[src/rtl/alu32_pkg.sv]
package alu32_pkg;
   localparam int FN_W  = 4;
   localparam int CC_W  = 4;

   localparam logic [FN_W-1:0] FN_ADD = 4'h0;
   localparam logic [FN_W-1:0] FN_SUB = 4'h1;
   localparam logic [FN_W-1:0] FN_AND = 4'h2;
   localparam logic [FN_W-1:0] FN_OR  = 4'h3;
   localparam logic [FN_W-1:0] FN_SLT = 4'hB;
   localparam logic [FN_W-1:0] FN_MUL = 4'hE;

   localparam logic [CC_W-1:0] CC_OK  = 4'b0000;
   localparam logic [CC_W-1:0] CC_OVF = 4'b0001;
endpackage

[src/rtl/alu32_addsub.sv]
module alu32_addsub #(
   parameter int WIDTH = 32
) (
   input  logic [WIDTH-1:0] a,
   input  logic [WIDTH-1:0] b,
   input  logic             do_sub,
   input  logic             is_signed,
   output logic [WIDTH-1:0] sum,
   output logic             ovf
);
   localparam int MSB = WIDTH - 1;

   if (WIDTH < 2) begin : g_bad_width
      $error("alu32_addsub: WIDTH must be at least 2");
   end

   logic [WIDTH-1:0] b_eff;
   logic [WIDTH:0]   wide;
   logic             carry;
   logic             sgn_ovf;

   always_comb begin
      b_eff   = do_sub ? ~b : b;
      wide    = {1'b0, a} + {1'b0, b_eff} + {{WIDTH{1'b0}}, do_sub};
      sum     = wide[WIDTH-1:0];
      carry   = wide[WIDTH];
      sgn_ovf = (a[MSB] == b_eff[MSB]) && (sum[MSB] != a[MSB]);
      if (is_signed) ovf = sgn_ovf;
      else           ovf = do_sub ? ~carry : carry;
   end

   // an unsigned add without carry never yields a value below operand a
   always_comb begin
      if (!do_sub && !is_signed && !ovf)
         p_nowrap_r4: assert (sum >= a) else $error("unsigned add wrapped without flag");
      if (do_sub && !is_signed && !ovf)
         p_noborrow_r4: assert (a >= b) else $error("unsigned sub borrowed without flag");
   end
endmodule

[src/rtl/alu32_mul.sv]
module alu32_mul #(
   parameter int WIDTH = 32
) (
   input  logic [WIDTH-1:0] a,
   input  logic [WIDTH-1:0] b,
   input  logic             is_signed,
   output logic [WIDTH-1:0] prod_lo,
   output logic             ovf
);
   localparam int PW = 2 * WIDTH;

   if (WIDTH < 2) begin : g_bad_width
      $error("alu32_mul: WIDTH must be at least 2");
   end

   logic [PW-1:0]  ext_a;
   logic [PW-1:0]  ext_b;
   logic [PW-1:0]  prod;
   logic [WIDTH:0] top_s;

   always_comb begin
      ext_a   = is_signed ? {{WIDTH{a[WIDTH-1]}}, a} : {{WIDTH{1'b0}}, a};
      ext_b   = is_signed ? {{WIDTH{b[WIDTH-1]}}, b} : {{WIDTH{1'b0}}, b};
      prod    = ext_a * ext_b;
      prod_lo = prod[WIDTH-1:0];
      top_s   = prod[PW-1:WIDTH-1];
      if (is_signed) ovf = (top_s != '0) && (top_s != '1);
      else           ovf = (prod[PW-1:WIDTH] != '0);
   end
endmodule

[src/rtl/alu32_logic.sv]
module alu32_logic #(
   parameter int WIDTH = 32
) (
   input  logic [WIDTH-1:0] a,
   input  logic [WIDTH-1:0] b,
   input  logic             is_signed,
   output logic [WIDTH-1:0] and_o,
   output logic [WIDTH-1:0] or_o,
   output logic             lt_o
);
   always_comb begin
      and_o = a & b;
      or_o  = a | b;
      lt_o  = is_signed ? ($signed(a) < $signed(b)) : (a < b);
   end
endmodule

[src/rtl/alu32_core.sv]
module alu32_core
   import alu32_pkg::*;
#(
   parameter int WIDTH = 32
) (
   input  logic [WIDTH-1:0] a,
   input  logic [WIDTH-1:0] b,
   input  logic [3:0]       fn,
   input  logic             is_signed,
   output logic [WIDTH-1:0] result,
   output logic [3:0]       cond
);
   localparam int MSB = WIDTH - 1;

   if (WIDTH < 2) begin : g_bad_width
      $error("alu32_core: WIDTH must be at least 2");
   end
   if (FN_W != 4 || CC_W != 4) begin : g_bad_codes
      $error("alu32_core: function and condition fields must be 4 bits");
   end

   logic [WIDTH-1:0] as_sum;
   logic             as_ovf;
   logic             as_sub;
   logic [WIDTH-1:0] m_lo;
   logic             m_ovf;
   logic [WIDTH-1:0] l_and;
   logic [WIDTH-1:0] l_or;
   logic             l_lt;

   assign as_sub = (fn != FN_ADD);

   alu32_addsub #(.WIDTH(WIDTH)) u_addsub (
      .a(a), .b(b), .do_sub(as_sub), .is_signed(is_signed),
      .sum(as_sum), .ovf(as_ovf)
   );

   alu32_mul #(.WIDTH(WIDTH)) u_mul (
      .a(a), .b(b), .is_signed(is_signed),
      .prod_lo(m_lo), .ovf(m_ovf)
   );

   alu32_logic #(.WIDTH(WIDTH)) u_logic (
      .a(a), .b(b), .is_signed(is_signed),
      .and_o(l_and), .or_o(l_or), .lt_o(l_lt)
   );

   always_comb begin
      result = '0;
      cond   = CC_OK;
      case (fn)
         FN_ADD, FN_SUB: begin
            result = as_sum;
            cond   = as_ovf ? CC_OVF : CC_OK;
         end
         FN_AND: result = l_and;
         FN_OR:  result = l_or;
         FN_SLT: result = {{(WIDTH-1){1'b0}}, l_lt};
         FN_MUL: begin
            result = m_lo;
            cond   = m_ovf ? CC_OVF : CC_OK;
         end
         default: ;
      endcase
   end

   // Cross-checks between the comparator, subtractor and multiplier
   always_comb begin
      if (fn == FN_SLT && is_signed)
         p_slt_vs_sub_s_r6: assert (l_lt == (as_sum[MSB] ^ as_ovf))
            else $error("signed compare disagrees with subtractor");
      if (fn == FN_SLT && !is_signed)
         p_slt_vs_sub_u_r6: assert (l_lt == as_ovf)
            else $error("unsigned compare disagrees with borrow");
      if (fn == FN_SLT)
         p_slt_nocc_r6: assert (cond == CC_OK && result[WIDTH-1:1] == '0)
            else $error("compare drove a flag or upper bits");
      if (fn == FN_MUL && !is_signed && cond == CC_OK && b != '0)
         p_mul_exact_r8: assert ((result / b) == a && (result % b) == '0)
            else $error("unflagged unsigned product is not exact");
      if (fn == FN_AND || fn == FN_OR)
         p_logic_nocc_r5: assert (cond == CC_OK)
            else $error("logic op raised a flag");
      if (!(fn inside {FN_ADD, FN_SUB, FN_AND, FN_OR, FN_SLT, FN_MUL}))
         p_unused_zero_r9: assert (result == '0 && cond == CC_OK)
            else $error("unused code drove nonzero output");
   end
endmodule

[config.mk]
export PLATFORM = sky130hd
export DESIGN_NAME = alu32_core
export DESIGN_NICKNAME = d
export VERILOG_FILES = /design/src/rtl/alu32_pkg.sv /design/src/rtl/alu32_addsub.sv /design/src/rtl/alu32_mul.sv /design/src/rtl/alu32_logic.sv /design/src/rtl/alu32_core.sv
export SDC_FILE = /design/constraint.sdc
export NUM_CORES = 2
export LEC_CHECK = 0
export ABC_CLOCK_PERIOD_IN_PS = 73100
export BUFFER_PORTS_ARGS = -buffer_cell sky130_fd_sc_hd__buf_4
export CAP_MARGIN = 20
export CORE_MARGIN = 2
export CORE_UTILIZATION = 40
export DETAILED_ROUTE_END_ITERATION = 16
export GPL_TIMING_DRIVEN = 0
export PLACE_DENSITY = 0.54
export SYNTH_ARGS = -nofsm -noshare
export SYNTH_HDL_FRONTEND = slang
export SYNTH_SLANG_ARGS = --single-unit
export TNS_END_PERCENT = 50
[constraint.sdc]
create_clock -name vclk -period 73.1
set_clock_uncertainty 0.15 [all_clocks]
set_input_delay 21.93 -clock vclk [all_inputs]
set_output_delay 21.93 -clock vclk [all_outputs]
set_load 0.01 [all_outputs]
Word-level counts from Yosys, hierarchy flattened
Index checks and enable logic that the tools add are counted.
- register bits: 0
- input bits: 69
- $add $sub $neg: 2
- $mul: 1
- order comparisons: 2
- equality and inequality tests: 8
- muxes and demuxes: 11
- bitwise operators: 4
- reductions and logical operators: 7
- operators by type and width (operator ; number):
    case mux 32 bit (5 select lines) ; 1
    2-to-1 mux 64 bit ; 2
    < comparator 32 bit ; 2
    multiplier 64 x 64 -> 64 bit ; 1
    adder 32 x 32 -> 33 bit ; 1
    adder 33 x 1 -> 33 bit ; 1
    inequality test 33 bit (second input constant) ; 1
    nonzero test 33 bit ; 1
    AND 32 bit ; 1
    2-to-1 mux 32 bit ; 1
    inverter 32 bit ; 1
    OR 32 bit ; 1
    nonzero test 32 bit ; 1
    == test 4 x 2 -> 1 bit (second input constant) ; 2
    == test 4 bit (second input constant) ; 2
    2-to-1 mux 1 bit ; 6
    == test 4 x 1 -> 1 bit (second input constant) ; 1
    logical NOT 4 bit ; 1
    nonzero test 4 bit ; 1
    logical AND 1 bit ; 2
    case mux 1 bit (2 select lines) ; 1
    OR reduction 2 bit ; 1
    == test 1 bit ; 1
    inequality test 1 bit ; 1
    inverter 1 bit ; 1

Longest topological paths before layout
- word-level depth: 9
- gate-level depth with buffers: 38
- gate-level depth less buffers: 35

Cells and area by module
A second synthesis with hierarchy kept.
- cell total of the unflattened synthesis: 5405
- area total of the unflattened synthesis: 51534.4 um^2
- by module, submodules not included (module ; instances ; cells each ; area an instance (um^2)):
    alu32_mul ; 1 ; 4713 ; 46465.8
    alu32_addsub ; 1 ; 281 ; 2028.2
    alu32_logic ; 1 ; 244 ; 1861.8
    alu32_core ; 1 ; 167 ; 1178.6

Worst setup path after synthesis
Ideal clock, no wire load.
- path type: input-to-output
- from: input port a[31]
- to: output port cond[0]
- arrival: 31.225 ns
- setup slack: 19.795 ns
- cell stages on the path: 31
- cell sequence: clkbuf_1 -> inv_1 -> nor2_2 -> clkbuf_1 -> nand2_1 -> inv_1 -> fa_1 -> fa_1 -> inv_1 -> fa_1 -> fa_1 -> inv_1 -> fa_1 -> fa_1 -> inv_1 -> fa_1 -> fa_1 -> fa_1 -> inv_1 -> fa_1 -> ha_1 -> a21o_1 -> a21o_1 -> a21oi_1 -> nand2_1 -> or2_2 -> a311oi_1 -> xor2_1 -> or4_1 -> nor4b_2 -> o31ai_1
- cells in the longest elaborated chain, start to end: 7
- elaborated cells on any way between the ends: 18
- classes of those cells: add/sub (2); mul (1); eq/ne (3); mux (7); bitwise (1); reduce/logical (4)
- RTL lines (item ; line ; RTL):
    from (decl) ; alu32_core.sv:6 ; input logic [WIDTH-1:0] a,
    2-to-1 mux 64 bit or adder 32 x 32 -> 33 bit (tied branches) ; alu32_mul.sv:22, alu32_addsub.sv:24 ;
    multiplier 64 x 64 -> 64 bit or adder 33 x 1 -> 33 bit (tied branches) ; alu32_mul.sv:24, alu32_addsub.sv:24 ;
    inequality test 33 bit, or another cell as far along ; alu32_mul.sv:27 ; if (is_signed) ovf = (top_s != '0) && (top_s != '1);
    logical AND 1 bit, or another cell as far along ; alu32_mul.sv:27 ;
    2-to-1 mux 1 bit (on tied branches) ; alu32_mul.sv:27, alu32_addsub.sv:28 ;
    2-to-1 mux 1 bit (on tied branches) ; alu32_core.sv:61, alu32_core.sv:54 ;
    case mux 1 bit (2 select lines) (*) ; alu32_core.sv:51 ; case (fn)
    to (decl) ; alu32_core.sv:11 ; output logic [3:0] cond
Mark *: on every way between the ends. The rest lies on a longest branch, timed or not.

Worst setup path after layout
- from: input port is_signed
- to: output port cond[0]
- cells in the longest elaborated chain, start to end: 7
- elaborated cells on any way between the ends: 12
- classes of those cells: mul (1); eq/ne (1); mux (7); reduce/logical (3)
- RTL lines (item ; line ; RTL):
    from (decl) ; alu32_core.sv:9 ; input logic is_signed,
    2-to-1 mux 64 bit (on tied branches) ; alu32_mul.sv:22, alu32_mul.sv:23 ;
    multiplier 64 x 64 -> 64 bit ; alu32_mul.sv:24 ; prod = ext_a * ext_b;
    inequality test 33 bit or nonzero test 33 bit (tied branches) ; alu32_mul.sv:27 ;
    logical AND 1 bit ; alu32_mul.sv:27 ;
    2-to-1 mux 1 bit ; alu32_mul.sv:27 ;
    2-to-1 mux 1 bit ; alu32_core.sv:61 ; cond = m_ovf ? CC_OVF : CC_OK;
    case mux 1 bit (2 select lines) (*) ; alu32_core.sv:51 ;
Marks and branches as above.

==> flow_summary.json <==
{
  "status": "completed",
  "met2_usage_pct": 56.7,
  "portBuffers": 100,
  "finalHoldViolCount": 0,
  "dp_hpwl_um": 207000,
  "die_h_um": 356,
  "grt_pass1_vias": 43100,
  "ant_nets": 0,
  "drtIter0Drc": 4205,
  "synth_fa_ha_area_share_pct": 68.5,
  "fin_cells": 7120,
  "synth.avg_cell_area_sq_um": 9.32,
  "max_freq_ghz": 0.0175,
  "maxSlewViolCount": 0,
  "postCtsSetupBuffers": 0,
  "drv_cap": 0,
  "coreArea_sq_um": 123000,
  "tns_ns": 0,
  "grtUsageMet1_pct": 49.1,
  "period_share_pct": 78.2,
  "synth_area_leaders": "fa_1 58%, ha_1 11%, inv_1 8.8%",
  "setup_viol_count_final": 0,
  "hold_slack_ns": 44.34,
  "regArea_sq_um": 0,
  "min_period_ns": 57.18,
  "synth_mux_area_share_pct": 0.126,
  "syn_area_sq_um": 49700,
  "cp_max_fo": 11,
  "yosysUniqueCellTypes": 85,
  "synth_xor_area_share_pct": 2.84,
  "worst-path-buf-inv": 8,
  "drc_errors": 0,
  "layout_commonest_cell": "fa_1",
  "cp.required_ns": 51.02,
  "finalNetCount": 7404,
  "worstSetupStartpointType": "primary input",
  "met3_usage_pct": 11.4,
  "gr-usage-all-layers_pct": 37.8,
  "antenna_found_initial": 21,
  "place_congestion": 1.05,
  "tightest_slew_ns": 1.25,
  "cts_resized": 0,
  "routedWlPerCell_um": 33.0,
  "wl_um": 235000,
  "first_pass_iters": 6,
  "flops_and_latches": 0,
  "critPathKind": "primary input to primary output",
  "synth_top_family_by_area": "adder cells",
  "yosys.area_share.simple_pct": 11.7,
  "clkbuf_count": 0,
  "slowest_stage": "fa_1",
  "grt-busiest-layer": "met2",
  "dieWidth_um": 356,
  "crit_family": "adder cells",
  "hold_buffers": 0,
  "synth_top_area_share_pct": 57.7,
  "drive_above_1_share_pct": 3.65,
  "synth_top_cell_by_area": "fa_1",
  "final_cell_mix": "1432 x fa_1, 1158 x inv_1, 696 x nand2_1",
  "crit_top_cell": "fa_1",
  "vias_per_cell": 5.64,
  "cpPeakStageDelay_ns": 1.03,
  "synth_cells": 5327,
  "pre_cts_ws_ns": 16.15,
  "rsz0062_at_grt": "no",
  "fillerInstances": 12500,
  "cp.arrival_ns": 35.10,
  "setup_ws_ns": 15.92,
  "dp.cells": 7099,
  "slew_headroom_pct": 16.7,
  "cp-end-kind": "primary output",
  "synth-compound-area-share_pct": 5.81,
  "initial_core_util_pct": 40.2,
  "rows": 129,
  "overflow": 0,
  "grt_max_degree": 22,
  "yosys_warnings": 0,
  "vias": 40100,
  "die_area_sq_um": 127000,
  "min_path_type": "primary input to primary output",
  "area_growth_pct": 7.01,
  "ios": 105,
  "yosysSeqAreaShare_pct": 0,
  "grt_pass1_wl_um": 331000
}
## area by class of cell
| type | instances | area, sq um | share of cell area [%] |
|---|---|---|---|
| antenna | 10 | 25.0 | 0.0471 |
| tap | 1637 | 2050 | 3.85 |
| timing repair buffer | 144 | 1390 | 2.61 |
| multi-input combinational | 3887 | 44200 | 83.2 |
| inverter | 1184 | 4440 | 8.36 |
| buffer | 258 | 1020 | 1.92 |
## synth_stat cells (all sizes together) (8+ instances only)
master   count
a211oi      11
buf         64
or3         13
o21ai       93
o2111ai      8
a21o        42
nand4       24
o21bai      27
nand2      696
and2         9
nor3        39
a31oi        9
clkbuf     194
nor2b       14
ha         428
xnor2      123
nand2b      17
xor2        38
nor4        15
a21oi      127
a221oi      20
o211ai      11
inv       1166
nand3       22
fa        1432
clkinv      18
nor2       527
o31ai       10
o21a        14
and3        12
## routing by layer
metal / share of wire [%] / wire length (um)
met1: 38 / 89800
met3: 11 / 26400
met5: 0.069 / 161
met2: 43 / 102000
met4: 6.9 / 16300
## through the flow
step / instance area [sq um] / utilization (%)
2_1_floorplan: 49700 / -
3_3_place_gp: 52500 / 42.5
3_5_place_dp: 53000 / 42.9
4_1_cts: 53000 / 42.9
5_1_grt: 53100 / 43.0
6_report: 53100 / 43.0
## cell families after synthesis
kind of cell / count (synthesis)
xor gates and xnor gates: 161
AOI/OAI and AO/OA: 438
other: 1
adders and majority gates: 1860
muxes: 6
and+or+nand+nor: 1419
buffers and inverters: 1442
## path summary, 6_finish.rpt
kind / from / to / slack, ns / depth (start not counted)
hold / removal: fn[3] / result[8] / 44.34 / 4
setup / recovery: is_signed / cond[0] / 15.92 / 33
